## src/rtl/ser_port_pkg.sv

```systemverilog
package ser_port_pkg;

  typedef enum logic {
    PM_SELECT = 1'b0,
    PM_CHAIN  = 1'b1
  } port_mode_e;

  // Number of enabled falling edges that make up one select-mode readout
  function automatic int read_len(input int width, input logic lead_bit);
    return lead_bit ? width + 1 : width;
  endfunction

endpackage

```

## src/rtl/csp_pin_sync.sv

```systemverilog
module csp_pin_sync #(
  parameter int N      = 3,
  parameter int STAGES = 2
) (
  input  logic         clk,
  input  logic         rst_n,
  input  logic [N-1:0] pin_i,
  output logic [N-1:0] pin_o
);

  genvar p;
  generate
    for (p = 0; p < N; p++) begin : g_pin
      logic [STAGES-1:0] chain_q;
      always_ff @(posedge clk or negedge rst_n) begin
        if (!rst_n) chain_q <= '0;
        else        chain_q <= {chain_q[STAGES-2:0], pin_i[p]};
      end
      assign pin_o[p] = chain_q[STAGES-1];
    end
  endgenerate

endmodule

```

## src/rtl/csp_ctrl.sv

```systemverilog
module csp_ctrl
  import ser_port_pkg::*;
(
  input  logic       clk,
  input  logic       rst_n,
  input  logic       cnv_rise,
  input  logic       conv_done,
  input  logic       cnv_lvl,
  input  logic       sdi_lvl,
  input  logic       sck_lvl,
  input  logic       read_end,
  output logic       start_ev,
  output logic       load_ev,
  output logic       conv_q,
  output logic       live_q,
  output port_mode_e mode_q,
  output logic       lead_q,
  output logic       lead_at_load
);

  assign start_ev = cnv_rise & ~conv_q;
  assign load_ev  = conv_done & conv_q;
  // Select mode decides on the start bit at conversion end; chain mode at the edge
  assign lead_at_load = (mode_q == PM_CHAIN) ? lead_q : (~cnv_lvl | ~sdi_lvl);

  always_ff @(posedge clk or negedge rst_n) begin
    if (!rst_n) begin
      conv_q <= 1'b0;
      live_q <= 1'b0;
      mode_q <= PM_SELECT;
      lead_q <= 1'b0;
    end else if (start_ev) begin
      conv_q <= 1'b1;
      live_q <= 1'b0;
      mode_q <= sdi_lvl ? PM_SELECT : PM_CHAIN;
      lead_q <= sdi_lvl ? 1'b0 : sck_lvl;
    end else if (load_ev) begin
      conv_q <= 1'b0;
      live_q <= 1'b1;
      lead_q <= lead_at_load;
    end else if (read_end) begin
      live_q <= 1'b0;
    end
  end


  start_accept_chk: assert property (@(posedge clk) disable iff (!rst_n)
    start_ev |=> conv_q && !live_q &&
                 (mode_q == ($past(sdi_lvl) ? PM_SELECT : PM_CHAIN)));


  busy_edge_ignored_chk: assert property (@(posedge clk) disable iff (!rst_n)
    cnv_rise && conv_q && !conv_done |=> conv_q && $stable(mode_q) && $stable(lead_q));


  phase_excl_chk: assert property (@(posedge clk) disable iff (!rst_n)
    !(conv_q && live_q));

endmodule

```

## src/rtl/csp_shifter.sv

```systemverilog
module csp_shifter #(
  parameter int W  = 16,
  parameter int CW = 5
) (
  input  logic          clk,
  input  logic          rst_n,
  input  logic          clear,
  input  logic          load,
  input  logic          step,
  input  logic          chain_fill,
  input  logic          sdi_lvl,
  input  logic          lead_in,
  input  logic          lead_val,
  input  logic [W-1:0]  data_in,
  output logic          sdo_bit,
  output logic [CW-1:0] edge_cnt
);

  logic [W-1:0] sr_q;
  logic         head_v_q;
  logic         head_b_q;

  always_ff @(posedge clk or negedge rst_n) begin
    if (!rst_n) begin
      sr_q     <= '0;
      head_v_q <= 1'b0;
      head_b_q <= 1'b0;
      edge_cnt <= '0;
    end else if (clear) begin
      sr_q     <= '0;
      head_v_q <= 1'b0;
      head_b_q <= 1'b0;
      edge_cnt <= '0;
    end else if (load) begin
      sr_q     <= data_in;
      head_v_q <= lead_in;
      head_b_q <= lead_val;
      edge_cnt <= '0;
    end else if (step) begin
      if (head_v_q) head_v_q <= 1'b0;
      else          sr_q <= {sr_q[W-2:0], chain_fill ? sdi_lvl : 1'b0};
      if (edge_cnt != '1) edge_cnt <= edge_cnt + 1'b1;
    end
  end

  assign sdo_bit = head_v_q ? head_b_q : sr_q[W-1];


  idle_hold_chk: assert property (@(posedge clk) disable iff (!rst_n)
    !clear && !load && !step |=> $stable(sr_q) && $stable(head_v_q) && $stable(edge_cnt));

endmodule

```

## src/rtl/conv_serial_port.sv

```systemverilog
module conv_serial_port
  import ser_port_pkg::*;
#(
  parameter int DATA_W      = 16,
  parameter int SYNC_STAGES = 2
) (
  input  logic              clk,
  input  logic              rst_n,
  input  logic              cnv_pin,
  input  logic              sdi_pin,
  input  logic              sck_pin,
  input  logic              conv_done,
  input  logic [DATA_W-1:0] conv_result,
  output logic              conv_start,
  output logic              sdo_data,
  output logic              sdo_oe
);

  localparam int CW      = $clog2(DATA_W + 2);
  localparam int PIN_N   = 3;
  localparam int IDX_CNV = 2;
  localparam int IDX_SDI = 1;
  localparam int IDX_SCK = 0;

  logic [PIN_N-1:0] pins_s;
  logic cnv_s, sdi_s, sck_s;
  logic cnv_q, sck_q;
  logic cnv_rise, sck_fall;
  logic start_ev, load_ev, conv_q, live_q, lead_q, lead_at_load;
  port_mode_e mode_q;
  logic sel_en, step, read_end, sdo_bit;
  logic [CW-1:0] edge_cnt;

  csp_pin_sync #(.N(PIN_N), .STAGES(SYNC_STAGES)) u_sync (
    .clk   (clk),
    .rst_n (rst_n),
    .pin_i ({cnv_pin, sdi_pin, sck_pin}),
    .pin_o (pins_s)
  );

  assign cnv_s = pins_s[IDX_CNV];
  assign sdi_s = pins_s[IDX_SDI];
  assign sck_s = pins_s[IDX_SCK];

  always_ff @(posedge clk or negedge rst_n) begin
    if (!rst_n) begin
      cnv_q <= 1'b0;
      sck_q <= 1'b0;
    end else begin
      cnv_q <= cnv_s;
      sck_q <= sck_s;
    end
  end

  assign cnv_rise = cnv_s & ~cnv_q;
  assign sck_fall = sck_q & ~sck_s;

  csp_ctrl u_ctrl (
    .clk          (clk),
    .rst_n        (rst_n),
    .cnv_rise     (cnv_rise),
    .conv_done    (conv_done),
    .cnv_lvl      (cnv_s),
    .sdi_lvl      (sdi_s),
    .sck_lvl      (sck_s),
    .read_end     (read_end),
    .start_ev     (start_ev),
    .load_ev      (load_ev),
    .conv_q       (conv_q),
    .live_q       (live_q),
    .mode_q       (mode_q),
    .lead_q       (lead_q),
    .lead_at_load (lead_at_load)
  );

  // Select-mode output enable: either strobe low
  assign sel_en   = ~cnv_s | ~sdi_s;
  assign step     = sck_fall & live_q & ((mode_q == PM_CHAIN) | sel_en);
  assign read_end = step & (mode_q == PM_SELECT) &
                    ((int'(edge_cnt) + 1) == read_len(DATA_W, lead_q));

  csp_shifter #(.W(DATA_W), .CW(CW)) u_shift (
    .clk        (clk),
    .rst_n      (rst_n),
    .clear      (start_ev),
    .load       (load_ev),
    .step       (step),
    .chain_fill (mode_q == PM_CHAIN),
    .sdi_lvl    (sdi_s),
    .lead_in    (lead_at_load),
    .lead_val   (mode_q == PM_CHAIN),
    .data_in    (conv_result),
    .sdo_bit    (sdo_bit),
    .edge_cnt   (edge_cnt)
  );

  assign conv_start = start_ev;
  assign sdo_data   = conv_q ? sdi_s : sdo_bit;
  assign sdo_oe     = conv_q ? ((mode_q == PM_CHAIN) & ~cnv_s & (~sdi_s | lead_q))
                             : (live_q & ((mode_q == PM_CHAIN) | sel_en));


  sel_quiet_chk: assert property (@(posedge clk) disable iff (!rst_n)
    conv_q && (mode_q == PM_SELECT) |-> !sdo_oe);


  chain_low_chk: assert property (@(posedge clk) disable iff (!rst_n)
    conv_q && (mode_q == PM_CHAIN) && !cnv_s && !sdi_s |-> sdo_oe && !sdo_data);


  read_bound_chk: assert property (@(posedge clk) disable iff (!rst_n)
    live_q && (mode_q == PM_SELECT) |-> int'(edge_cnt) < read_len(DATA_W, lead_q));


  idle_off_chk: assert property (@(posedge clk) disable iff (!rst_n)
    !conv_q && !live_q |-> !sdo_oe);

endmodule

```

## config.mk

```make
export PLATFORM = sky130hd
export DESIGN_NAME = conv_serial_port
export DESIGN_NICKNAME = d
export VERILOG_FILES = /design/src/rtl/ser_port_pkg.sv /design/src/rtl/csp_pin_sync.sv /design/src/rtl/csp_ctrl.sv /design/src/rtl/csp_shifter.sv /design/src/rtl/conv_serial_port.sv
export SDC_FILE = /design/constraint.sdc
export NUM_CORES = 1
export LEC_CHECK = 0
export ABC_CLOCK_PERIOD_IN_PS = 2600
export BUFFER_PORTS_ARGS = -buffer_cell sky130_fd_sc_hd__buf_2
export CELL_PAD_IN_SITES_DETAIL_PLACEMENT = 0
export CELL_PAD_IN_SITES_GLOBAL_PLACEMENT = 1
export CORE_MARGIN = 5
export CORE_UTILIZATION = 44
export CTS_BUF_LIST = sky130_fd_sc_hd__clkbuf_16
export CTS_CLUSTER_DIAMETER = 40
export DETAILED_ROUTE_END_ITERATION = 12
export PLACE_DENSITY_LB_ADDON = 0.1
export SKIP_LAST_GASP = 1
export SLEW_MARGIN = 20
export SYNTH_ARGS = -nofsm -noshare
export SYNTH_HDL_FRONTEND = slang
export SYNTH_SLANG_ARGS = --single-unit
export TNS_END_PERCENT = 100
```

## constraint.sdc

```tcl
create_clock -name clk -period 2.6 [get_ports clk]
set_clock_uncertainty 0.15 [all_clocks]
set_input_delay 0.39 -clock clk [delete_from_list [all_inputs] [get_ports clk]]
set_output_delay 0.39 -clock clk [all_outputs]
set_load 0.05 [all_outputs]
```

== Word level (Yosys, flattened, before mapping) ==
Cells that the tools add are included.

* Input bits: 22
* Word-level logic and storage cells: 72
* Output and inout bits: 3
* Flip-flop bits (word level): 35

* Multiplexer cells: 28
* Bitwise gates (word level): 20
* Add/subtract/negate cells: 2
* Equality and inequality tests: 3
* Reduce and logical (&&, ||, !) cells: 6

{| class="wikitable"
|+ Operators with widths
! operator !! number
|-
| 2-to-1 mux 16 bit || 4
|-
| 2-to-1 mux 1 bit || 20
|-
| 2-to-1 mux 5 bit || 4
|-
| bitwise AND 1 bit || 11
|-
| nonzero test 3 bit || 3
|-
| adder 5 x 1 -> 6 bit, second input constant || 1
|-
| equality test 6 x 5 -> 1 bit || 1
|-
| NOT 1 bit || 6
|-
| adder 5 x 1 -> 5 bit, second input constant || 1
|-
| inequality test 5 bit, second input constant || 1
|-
| AND reduction 2 bit || 2
|-
| inequality test 3 bit, second input constant || 1
|-
| bitwise OR 1 bit || 3
|-
| nonzero test 2 bit || 1
|}

== Logic depth before layout (Yosys ltp) ==
* Depth in word-level cells: 9
* Mapped depth: 7

== Modules after synthesis ==
Synthesis repeated with hierarchy kept, for this count alone.

* Cell total of the unflattened synthesis: 159
* Area total of the unflattened synthesis: 1831.8 um^2

{| class="wikitable"
|+ By module, submodules not included
! module !! area each (um^2) !! times used !! cells an instance
|-
| csp_shifter || 1262.5 || 1 || 106
|-
| csp_ctrl || 205.2 || 1 || 22
|-
| conv_serial_port || 191.4 || 1 || 22
|-
| csp_pin_sync || 172.7 || 1 || 9
|}

== Worst setup path after synthesis ==
No wires, ideal clock.

* Kind: register to output
* Start point: register u_shift.head_v_q
* End point: output sdo_data
* Data required time: 2.060 ns
* Data arrival time: 1.624 ns
* Cell stages (with the launch flop): 3
* Slack: 0.436 ns
* Path through: dfrtp_1 -> mux2i_1 -> o21ai_0

* Cells in the longest elaborated chain, start to end: 2

{| class="wikitable"
|+ Ends and longest elaborated chain
! item !! RTL line !! source
|-
| start, declared || csp_shifter.sv:20 || <nowiki>logic head_v_q;</nowiki>
|-
| start signal, assigned || csp_shifter.sv:36 || <nowiki>head_v_q <= lead_in;</nowiki>
|-
| 2-to-1 mux 1 bit || csp_shifter.sv:46 || <nowiki>assign sdo_bit = head_v_q ? head_b_q : sr_q[W-1];</nowiki>
|-
| 2-to-1 mux 1 bit || conv_serial_port.sv:98 || <nowiki>assign sdo_data = conv_q ? sdi_s : sdo_bit;</nowiki>
|-
| end, declared || conv_serial_port.sv:15 || <nowiki>output logic sdo_data,</nowiki>
|}

Every way passes these cells.

== Final worst setup path ==
* Start point: register u_shift.edge_cnt[0]
* End point: register u_ctrl.live_q

* Cells in the longest elaborated chain, start to end: 4

{| class="wikitable"
|+ Ends and longest elaborated chain
! item !! RTL line !! source
|-
| start, declared || csp_shifter.sv:16 || <nowiki>output logic [CW-1:0] edge_cnt</nowiki>
|-
| start signal, assigned || csp_shifter.sv:42 || <nowiki>if (edge_cnt != '1) edge_cnt <= edge_cnt + 1'b1;</nowiki>
|-
| adder 5 x 1 -> 6 bit || conv_serial_port.sv:80 || <nowiki>((int'(edge_cnt) + 1) == read_len(DATA_W, lead_q));</nowiki>
|-
| equality test 6 x 5 -> 1 bit || conv_serial_port.sv:80 ||
|-
| bitwise AND 1 bit || conv_serial_port.sv:79 || <nowiki>assign read_end = step & (mode_q == PM_SELECT) &</nowiki>
|-
| nonzero test 3 bit (no source line) || - ||
|-
| end signal, assigned || csp_ctrl.sv:34 || <nowiki>live_q <= 1'b0;</nowiki>
|-
| end signal, assigned || csp_ctrl.sv:39 || <nowiki>live_q <= 1'b1;</nowiki>
|-
| end signal, assigned || csp_ctrl.sv:42 || <nowiki>live_q <= 1'b0;</nowiki>
|-
| end, declared || csp_ctrl.sv:15 || <nowiki>output logic live_q,</nowiki>
|}

Every way passes these cells.
A chain may end at the register's enable or synchronous reset.

==> metrics.csv <==
stage,metric,value,unit
placed_design,gp_congestion,0.7895,
yosys,syn_nets,192,
timing,fin_crit_sh,84.73,%
placed_design,portBuffers,24,
power_and_ir_drop,ir_worst_vdd,0.3952,mV
detailed_routing,drt_wl_total,3.645,mm
yosys,synth_fa_ha_area_share,1.439,%
layout,fillers,362,
floorplan,rows,22,
yosys,synth-xor-area-share,2.518,%
setup_path,critPathKind,reg2reg,
power_and_ir_drop,powerDensity,844.2,mW/mm^2
global_routing,top_usage_layer,met2,
yosys,ys.flop_type,dfrtp_1,
clocking,cts_buffer_depth,2,
setup_path,required,2.60,ns
yosys,synth_area_leader_cell,dfrtp_1,
clocking,cts_root_buffer,clkbuf_16,
timing,relSlewSlack,49.67,%
flow_run,cap_violations,0,
layout,num_antenna_cells,0,
setup_path,startpoint_type,flop,
yosys,syn_area,0.001739,mm^2
layout,nets,214,
floorplan,dieArea,0.005310,mm^2
setup_path,r2r_cells,7,
timing,rsz0062_at_grt,no,
yosys,synth_top_family_by_area,compound AO/OA/AOI/OAI gates,
yosys,synth_mux_area_share,2.878,%
yosys,yosysWarnings,0,
detailed_routing,route.detailed.drc,0,
global_routing,track_usage,15.54,%
timing,worst_pin_slew,0.7549,ns
placed_design,place_hpwl,2.386,mm
timing,final.setup.tns,0,ns
yosys,syn_inst,168,
clocking,tritoncts,done,
hold_path,min_path_type,in2async,
global_routing,grt_overflow,0,
global_routing,grtUsageMet3,5.923,%
clocking,htreeDepth,2,
yosys,synth_compound_area_share,23.81,%
clocking,post_cts_resized,0,
floorplan,die_w,72.87,um
yosys,post_synth.cell_area_avg,10.35,um^2
yosys,synth_top_area_share,50.36,%
power_and_ir_drop,finalPower,1.705,mW
yosys,async_flop_share,100.0,%
clocking,clk_pin_slew,0.06,ns
layout,area_delta_synth_final,16.12,%
setup_path,cp_max_fo,4,
clocking,clock_latency,0.28,ns
detailed_routing,avgRoutedWirePerCell,15.25,um
timing,hold_ws,0.02674,ns
setup_path,r2r_start,u_shift.edge_cnt[0],
yosys,yosys.area_share.simple,14.46,%
floorplan,fp.dieH,72.87,um
global_routing,grt_pass1_wl,6.327,mm
yosys,ys_seq_area_share,50.36,%
status,outcome,"finished, final reports clean",
detailed_routing,drt_first_pass_iters,4,
floorplan,initial_core_util,46.46,%
global_routing,grt_max_degree,36,
yosys,synth-edff-count,0,
floorplan,core,0.003744,mm^2
yosys,ys_types,32,
yosys,synth-seq-cells,35,
clocking,cts_hold_buf,0,
floorplan,io_pins,25,
timing,fmax,454.0,MHz
global_routing,antenna_found_initial,0,
timing,period_needed,2.203,ns
setup_path,r2r_slack,0.40,ns
clocking,postCtsSetupBuffers,0,
yosys,synth_area_leaders,"dfrtp_1 50%, a211oi_2 10%, a21oi_1 5.8%, o21ai_0 5.8%, nor3_1 4.6%",
power_and_ir_drop,leakagePower,0.8742,nW
timing,setup_viol,0,
clocking,numCtsBuffers,5,
clocking,cts.sinks,35,
global_routing,met2_usage,22.75,%
detailed_routing,drt_iter0_markers,135,
global_routing,grt_util_met1,21.04,%
detailed_routing,vias,1354,
setup_path,r2r_end,u_ctrl.live_q,
setup_path,worstPathArrival,2.21,ns
detailed_routing,antenna_left,0,
layout,drive_gt1_share,26.18,%
detailed_routing,vias_per_cell,5.665,
timing,slew_viol_final,0,
global_routing,grt_pass1_vias,1307,
setup_path,cp-end-kind,flop,
timing,hold_viol_final,0,
==> per-stage QoR <==
step,setup slack [ns],area [um^2],instances,utilization (%)
global placement,0.5848,1874,231,50.07
finish,0.3971,2019,239,53.94
CTS,0.4729,2019,239,53.94
detailed placement,0.5028,1874,231,50.07
global route,0.2970,2019,239,53.94
floorplan,0.4362,1739,168,-
==> per-layer routing <==
metal  share of wire [%]  up-vias  routed length (um)
met3                 6.2        6                 227
li1                    -      658                   -
met5                   0        -                   0
met2                  46       42                1672
met4                0.99        0                  36
met1                  47      648                1709
==> critical path, cell delays in order, from the launching register on <==
cell	delay [ns]
dfrtp_1	0.44
ha_1	0.27
and3_1	0.20
ha_1	0.28
nor3b_1	0.19
nand3_1	0.10
nor4_1	0.34
a21oi_1	0.12
==> cells by family (layout without fill, tap and decap cells) <==
kind of cell / Yosys count / after routing
compound gates: 59 / 59
xor+xnor: 5 / 5
fa+ha+maj: 2 / 2
buf+inv: 15 / 38
flops: 35 / 35
mux: 5 / 5
simple gates: 47 / 47
==> layout make-up <==
cell class,instances,area [um^2],area share (%)
Timing Repair Buffer,27,142.6,7.063
Inverter,3,11.26,0.5576
Sequential cell,35,875.8,43.37
Clock buffer,5,125.1,6.196
Multi-Input combinational cell,118,784.5,38.85
Tap cell,48,60.06,2.974
Clock inverter,3,20.02,0.9913
==> worst max path at each step <==
stage,to,from,depth (start not counted)
global placement,u_ctrl.live_q,u_shift.edge_cnt[0],7
CTS,u_ctrl.live_q,u_shift.edge_cnt[0],7
finish,u_ctrl.live_q,u_shift.edge_cnt[0],7
floorplan,sdo_data,u_shift.head_v_q,2
global route,u_ctrl.live_q,u_shift.edge_cnt[0],7
detailed placement,u_ctrl.live_q,u_shift.edge_cnt[0],7
==> cells in the final DEF, fill, tap and decap left out, drive strengths merged <==
cell / count
a21oi: 20
ha: 2
nor3b: 1
a22oi: 1
nand2b: 1
clkinv: 2
and3: 1
o2111ai: 1
a211oi: 16
nor4b: 1
mux2i: 5
and3b: 1
buf: 27
nor4: 2
nor3: 18
nor2: 8
nand3b: 2
xnor2: 4
o21ai: 20
inv: 3
clkbuf: 5
and2: 1
nand2: 9
dfrtp: 35
xor2: 1
nand3: 2
o211ai: 1
clkinvlp: 1
==> cell usage after synthesis (all sizes together) (2+ instances only) <==
master  instances
nor2            8
dfrtp          35
buf             8
nand3           2
nand2           9
nor4            2
clkbuf          4
mux2i           5
a211oi         16
a21oi          20
nand3b          2
ha              2
nor3           18
inv             3
o21ai          20
xnor2           4
==> registers in the layout (all words and copies together), names as in the netlist <==
| name | cells |
|---|---|
| cnv_q | 1 |
| sck_q | 1 |
| u_ctrl.conv_q | 1 |
| u_ctrl.lead_q | 1 |
| u_ctrl.live_q | 1 |
| u_ctrl.mode_q | 1 |
| u_shift.edge_cnt | 5 |
| u_shift.head_b_q | 1 |
| u_shift.head_v_q | 1 |
| u_shift.sr_q | 16 |
| u_sync.g_pin.chain_q | 6 |
==> power by group <==
part | switching [mW] | total (mW) | internal, mW
clock | 0.222 | 0.575 | 0.353
sequential | 0.0810 | 0.735 | 0.654
combinational | 0.227 | 0.395 | 0.168
(Power assumes the default switching activity.)
